--- config.mk ---
export PLATFORM = sky130hd
export DESIGN_NAME = wake_sequencer
export DESIGN_NICKNAME = d
export VERILOG_FILES = /design/src/rtl/wake_pkg.sv /design/src/rtl/wake_datapath.sv /design/src/rtl/wake_control.sv /design/src/rtl/wake_sequencer.sv
export SDC_FILE = /design/constraint.sdc
export NUM_CORES = 1
export LEC_CHECK = 0
export ABC_AREA = 1
export BUFFER_PORTS_ARGS = -buffer_cell sky130_fd_sc_hd__buf_2
export CAP_MARGIN = 5
export CORE_MARGIN = 2
export CORE_UTILIZATION = 52
export DETAILED_ROUTE_END_ITERATION = 8
export PLACE_DENSITY = 0.77
export SLEW_MARGIN = 15
export SYNTH_ARGS = -nofsm -noshare
export SYNTH_HDL_FRONTEND = slang
export SYNTH_HIERARCHICAL = 1
export SYNTH_SLANG_ARGS = --single-unit
--- constraint.sdc ---
create_clock -name clk -period 1.8 [get_ports clk]
set_input_delay 0.09 -clock clk [delete_from_list [all_inputs] [get_ports clk]]
set_output_delay 0.09 -clock clk [all_outputs]
set_load 0.005 [all_outputs]
--- src/rtl/wake_pkg.sv ---
package wake_pkg;
  localparam logic [7:0] CMD_PIN_WAKE   = 8'hC1;
  localparam logic [7:0] CMD_TIMER_WAKE = 8'hC2;

  typedef struct packed {
    logic takeSnap;   // capture synchronized pins as the sleep reference
    logic loadLong;   // start timer with sleep length in long units
    logic loadShort;  // start timer with reply window in short units
  } dpStrobe_t;

  typedef enum logic [2:0] {
    ST_INIT, ST_ON, ST_SLEEP, ST_SEND, ST_WAIT, ST_HOLD
  } wakeState_t;
endpackage

--- src/rtl/wake_datapath.sv ---
module wake_datapath
  import wake_pkg::*;
#(
  parameter int PIN_W       = 8,
  parameter int LEN_W       = 16,
  parameter int TMO_W       = 8,
  parameter int LONG_TICKS  = 5000,
  parameter int SHORT_TICKS = 500
) (
  input  logic             clk,
  input  logic             rstN,
  input  logic             tick,
  input  logic [PIN_W-1:0] pinIn,
  input  logic [PIN_W-1:0] pinMask,
  input  logic [LEN_W-1:0] sleepLen,
  input  logic [TMO_W-1:0] replyTimeout,
  input  dpStrobe_t        strobe,
  output logic             pinChange,
  output logic             timerDone
);
  localparam int PRE_MAX = (LONG_TICKS > SHORT_TICKS) ? LONG_TICKS : SHORT_TICKS;
  localparam int PRE_W   = $clog2(PRE_MAX + 1);
  localparam int CNT_W   = (LEN_W > TMO_W) ? LEN_W : TMO_W;

  logic [PIN_W-1:0] syncA, syncB, snap;
  logic [PRE_W-1:0] preCnt, preLim;
  logic [CNT_W-1:0] unitCnt;
  logic             running;

  // two-flop synchronizer and sleep-entry reference
  always_ff @(posedge clk or negedge rstN) begin
    if (!rstN) begin
      syncA <= '0;
      syncB <= '0;
      snap  <= '0;
    end else begin
      syncA <= pinIn;
      syncB <= syncA;
      if (strobe.takeSnap) snap <= syncB;
    end
  end

  assign pinChange = |((syncB ^ snap) & pinMask);

  // one shared prescaled down-counter serves both sleep and reply windows
  always_ff @(posedge clk or negedge rstN) begin
    if (!rstN) begin
      preCnt    <= '0;
      preLim    <= '0;
      unitCnt   <= '0;
      running   <= 1'b0;
      timerDone <= 1'b0;
    end else if (strobe.loadLong) begin
      preCnt    <= '0;
      preLim    <= PRE_W'(LONG_TICKS - 1);
      unitCnt   <= (sleepLen == '0) ? CNT_W'(1) : CNT_W'(sleepLen);
      running   <= 1'b1;
      timerDone <= 1'b0;
    end else if (strobe.loadShort) begin
      preCnt    <= '0;
      preLim    <= PRE_W'(SHORT_TICKS - 1);
      unitCnt   <= (replyTimeout == '0) ? CNT_W'(1) : CNT_W'(replyTimeout);
      running   <= 1'b1;
      timerDone <= 1'b0;
    end else if (running && tick) begin
      if (preCnt == preLim) begin
        preCnt <= '0;
        if (unitCnt == CNT_W'(1)) begin
          running   <= 1'b0;
          timerDone <= 1'b1;
        end else begin
          unitCnt <= unitCnt - CNT_W'(1);
        end
      end else begin
        preCnt <= preCnt + PRE_W'(1);
      end
    end
  end


  timer_tick_chk: assert property (@(posedge clk) disable iff (!rstN)
    $rose(timerDone) |-> $past(tick));


  load_clear_chk: assert property (@(posedge clk) disable iff (!rstN)
    (strobe.loadLong || strobe.loadShort) |=> !timerDone);
endmodule

--- src/rtl/wake_control.sv ---
module wake_control
  import wake_pkg::*;
(
  input  logic       clk,
  input  logic       rstN,
  input  logic       lowPowerSelN,
  input  logic       pinChange,
  input  logic       timerDone,
  input  logic       replyRx,
  input  logic       sleepNow,
  output dpStrobe_t  strobe,
  output logic       asleep,
  output logic       sendReq,
  output logic [7:0] sendCmd
);
  wakeState_t state, nxtState;
  logic [7:0] codeReg, nxtCode;
  logic       secondTry, nxtSecond;
  logic       lpEn;

  // mode pin is only looked at while reset is held
  always_ff @(posedge clk) begin
    if (!rstN) lpEn <= ~lowPowerSelN;
  end

  always_comb begin
    nxtState  = state;
    nxtCode   = codeReg;
    nxtSecond = secondTry;
    strobe    = '0;
    unique case (state)
      ST_INIT: begin
        if (lpEn) begin
          nxtState        = ST_SLEEP;
          strobe.takeSnap = 1'b1;
          strobe.loadLong = 1'b1;
        end else begin
          nxtState = ST_ON;
        end
      end
      ST_ON: nxtState = ST_ON;
      ST_SLEEP: begin
        nxtSecond = 1'b0;
        if (pinChange) begin
          nxtState = ST_SEND;
          nxtCode  = CMD_PIN_WAKE;
        end else if (timerDone) begin
          nxtState = ST_SEND;
          nxtCode  = CMD_TIMER_WAKE;
        end
      end
      ST_SEND: begin
        if (sleepNow) begin
          nxtState        = ST_SLEEP;
          strobe.takeSnap = 1'b1;
          strobe.loadLong = 1'b1;
        end else begin
          nxtState         = ST_WAIT;
          strobe.loadShort = 1'b1;
        end
      end
      ST_WAIT: begin
        if (sleepNow || (timerDone && secondTry)) begin
          nxtState        = ST_SLEEP;
          strobe.takeSnap = 1'b1;
          strobe.loadLong = 1'b1;
        end else if (replyRx) begin
          nxtState         = ST_HOLD;
          strobe.loadShort = 1'b1;
        end else if (timerDone) begin
          nxtState  = ST_SEND;
          nxtSecond = 1'b1;
        end
      end
      ST_HOLD: begin
        if (sleepNow || timerDone) begin
          nxtState        = ST_SLEEP;
          strobe.takeSnap = 1'b1;
          strobe.loadLong = 1'b1;
        end
      end
      default: nxtState = ST_INIT;
    endcase
  end

  always_ff @(posedge clk or negedge rstN) begin
    if (!rstN) begin
      state     <= ST_INIT;
      codeReg   <= '0;
      secondTry <= 1'b0;
    end else begin
      state     <= nxtState;
      codeReg   <= nxtCode;
      secondTry <= nxtSecond;
    end
  end

  assign asleep  = (state == ST_SLEEP);
  assign sendReq = (state == ST_SEND);
  assign sendCmd = sendReq ? codeReg : 8'h00;


  sleep_now_chk: assert property (@(posedge clk) disable iff (!rstN)
    (sleepNow && (state == ST_SEND || state == ST_WAIT || state == ST_HOLD)) |=> asleep);


  always_on_chk: assert property (@(posedge clk) disable iff (!rstN)
    (!lpEn && state != ST_INIT) |-> (!asleep && !sendReq));


  send_pulse_chk: assert property (@(posedge clk) disable iff (!rstN)
    sendReq |=> !sendReq);


  pin_wake_chk: assert property (@(posedge clk) disable iff (!rstN)
    (state == ST_SLEEP && pinChange) |=> (sendReq && sendCmd == CMD_PIN_WAKE));
endmodule

--- src/rtl/wake_sequencer.sv ---
module wake_sequencer
  import wake_pkg::*;
#(
  parameter int PIN_W       = 8,
  parameter int LEN_W       = 16,
  parameter int TMO_W       = 8,
  parameter int LONG_TICKS  = 5000,
  parameter int SHORT_TICKS = 500
) (
  input  logic             clk,
  input  logic             rstN,
  input  logic             tick,
  input  logic             lowPowerSelN,
  input  logic [PIN_W-1:0] pinIn,
  input  logic [PIN_W-1:0] pinMask,
  input  logic [LEN_W-1:0] sleepLen,
  input  logic [TMO_W-1:0] replyTimeout,
  input  logic             replyRx,
  input  logic             sleepNow,
  output logic             asleep,
  output logic             sendReq,
  output logic [7:0]       sendCmd
);
  dpStrobe_t strobe;
  logic      pinChange, timerDone;

  wake_datapath #(
    .PIN_W(PIN_W), .LEN_W(LEN_W), .TMO_W(TMO_W),
    .LONG_TICKS(LONG_TICKS), .SHORT_TICKS(SHORT_TICKS)
  ) i_datapath (
    .clk(clk), .rstN(rstN), .tick(tick), .pinIn(pinIn), .pinMask(pinMask),
    .sleepLen(sleepLen), .replyTimeout(replyTimeout), .strobe(strobe),
    .pinChange(pinChange), .timerDone(timerDone)
  );

  wake_control i_control (
    .clk(clk), .rstN(rstN), .lowPowerSelN(lowPowerSelN), .pinChange(pinChange),
    .timerDone(timerDone), .replyRx(replyRx), .sleepNow(sleepNow),
    .strobe(strobe), .asleep(asleep), .sendReq(sendReq), .sendCmd(sendCmd)
  );
endmodule

==> out/metrics.yaml <==
ys_types: 43
htree_levels: 3
io_buffer_count: 51
ys_seq_area_share_pct: 43.4
grt_max_degree: 66
path_max_fanout: 16
maxCapViolCount: 0
end_kind: "register"
synth_area_per_cell_sq_um: 7.46
design_area_sq_um: 4980
wl_per_cell_um: 14.2
drive_gt1_share_pct: 29.0
yosys.area.top_type_share_pct: 42.7
synth_area_sq_um: 3810
cp-start-kind: "register"
setup_slack_ps: -157
antenna_found_initial: 0
min_period_ps: 1960
cp.arrival_ps: 2200
dp_hpwl_mm: 6.35
setup_viol: 36
grt_pass1_vias: 3443
dieArea_sq_um: 8040
start_util_pct: 53.1
ant_nets: 0
leakage_nw: 2.55
power.total_w: 0.00790
status: "finished with violations"
ys_seq_elements: 66
area_growth_pct: 30.5
fin_crit_sh_pct: 109
worst_slew_pin_slew_ps: 819
hold_viol: 0
first_pass_iters: 5
synth_area_leaders: "dfrtp_1 43%, nand2_1 16%, nand3_1 6.3%"
drcViolationCount: 0
tns_ps: -3610
via_per_inst: 5.29
slew_headroom_pct: 45.4
row_count: 31
syn_inst: 511
final_nets: 668
hold_path_class: "in2reg"
cts.clk_slew.worst_paths_ps: 80
yosysTopAreaCell: "dfrtp_1"
gp_congestion: 0.951
post-route-util_pct: 69.3
violations: "negative setup slack"
cts_tree: "done"
track_usage_pct: 25.1
drtIter0Drc: 269
num_vias: 3825
fin_skew_ps: 11.3
die_y_um: 89.6
final_common_cell: "nand2_1"
io_pins: 56
ys.flop_type: "dfrtp_1"
mostFrequentLayoutCells: "152 x nand2_1, 62 x dfrtp_1, 57 x nor2_1"
antenna_cells: 0
max_freq_mhz: 511
coreArea_sq_um: 7180
overflow: 0
cp_data_required_time_ps: 2040
drv_slew: 0
n_fill_cell: 542
wirelength_mm: 10.2
worstSkewPairLatency_ps: 350
ir_drop_mv: 0.830
cts_buffers: 9
dpl_cell_area_sq_um: 4340
rsz0062_at_grt: "yes"
async_reset_ff_share_pct: 98.5
grt_first_pass_wirelength_mm: 15.4
clock_sinks: 66
synth_edf_count: 1
synth_warnings: 6
cts_root_buf: "clkbuf_8"
power_density_nw_per_um2: 1590
clockBufferDepth: 2
critPathKind: "reg2reg"
die_w_um: 89.6
place_ws_ps: -173
[flip-flops by register name, summed over array words and instances (netlist names)]
signal	cells
i_control/codeReg	3
i_control/state	3
i_datapath/snap	8
i_datapath/syncA	8
i_control/lpEn	1
i_datapath/preCnt	13
i_datapath/unitCnt	16
i_datapath/timerDone	1
i_datapath/preLim	3
i_datapath/syncB	8
i_datapath/running	1
i_control/secondTry	1
[power breakdown]
| group | internal (W) | leakage (nW) | total, W | switching, W |
|---|---|---|---|---|
| Combinational | 0.00177 | 1.64 | 0.00409 | 0.00233 |
| Clock | 0.000792 | 0.114 | 0.00143 | 0.000638 |
| Sequential | 0.00192 | 0.798 | 0.00237 | 0.000454 |
[cells by family after synthesis]
group | synth area share, %
flip-flops | 43.4
AO/OA/AOI/OAI | 6.82
buffers and inverters | 7.94
adder cells (fa/ha/maj) | 0.984
XOR/XNOR | 1.61
AND/OR/NAND/NOR | 36.7
multiplexers | 2.36
other | 0.0983
[area by class of cell]
class	count	area, sq um	share of cell area (%)
clock buffer	9	124	2.49
tap	99	124	2.49
inverter	51	195	3.92
clock inverter	7	100	2.01
timing repair buffer	111	782	15.7
sequential	66	1660	33.4
multi-input combinational	380	1990	40.0
[critical path: stages, from the launching register on]
cell and delay, ps:
dfrtp_2 470, buf_12 150, buf_4 130, nand4_1 150
nand2_2 140, nor2_8 150, buf_4 170, nand4_4 140
buf_8 200, nand4_1 100, nand2_1 50
[per-layer routing]
layer	track usage (%)	routed length, um	up-vias
met5	0	0	-
met4	9.23	219	0
met3	5.12	687	20
met2	43.0	5110	162
met1	31.5	4230	1797
li1	-	-	1846
[through the flow]
| step | cells | hold slack [ps] |
|---|---|---|
| 6_report | 723 | 73.2 |
| 3_3_place_gp | 676 | 198 |
| 5_1_grt | 723 | 75.5 |
| 2_1_floorplan | 514 | -206 |
| 4_1_cts | 716 | 50.0 |
| 3_5_place_dp | 676 | 199 |
[Yosys cell counts (all sizes together) (2+ instances only)]
library cell  count
a21oi            15
nand4            12
o21a              2
nor3              8
mux2              8
nand3            52
or2               2
o21bai            2
nand2           164
clkbuf            4
o21ai            21
xnor2             3
inv              51
buf              14
and3              2
dfrtp            65
nor2             70
xor2              4
ha                3
[final timing paths]
kind	start	to	depth (start not counted)	slack [ps]
setup / recovery	i_control/state[1]	i_datapath/unitCnt[1]	10	-160
hold / removal	sleepLen[15]	i_datapath/unitCnt[15]	5	70
setup reg to reg	i_control/state[1]	i_datapath/unitCnt[1]	10	-160
hold reg to reg	i_datapath/syncA[7]	i_datapath/syncB[7]	0	350
max in group asynchronous	rstN	i_datapath/timerDone	3	740
min in group asynchronous	rstN	i_datapath/unitCnt[11]	3	470
[timing repair]
action,in CTS,in global routing
buffers inserted,14,7
endpoints found under the setup margin,31,43
resized for setup,26,15
pin swaps,14,13
hold buffers,10,0
hold endpoints to repair,74,0
gates cloned,0,1
(Power assumes the default switching activity.)
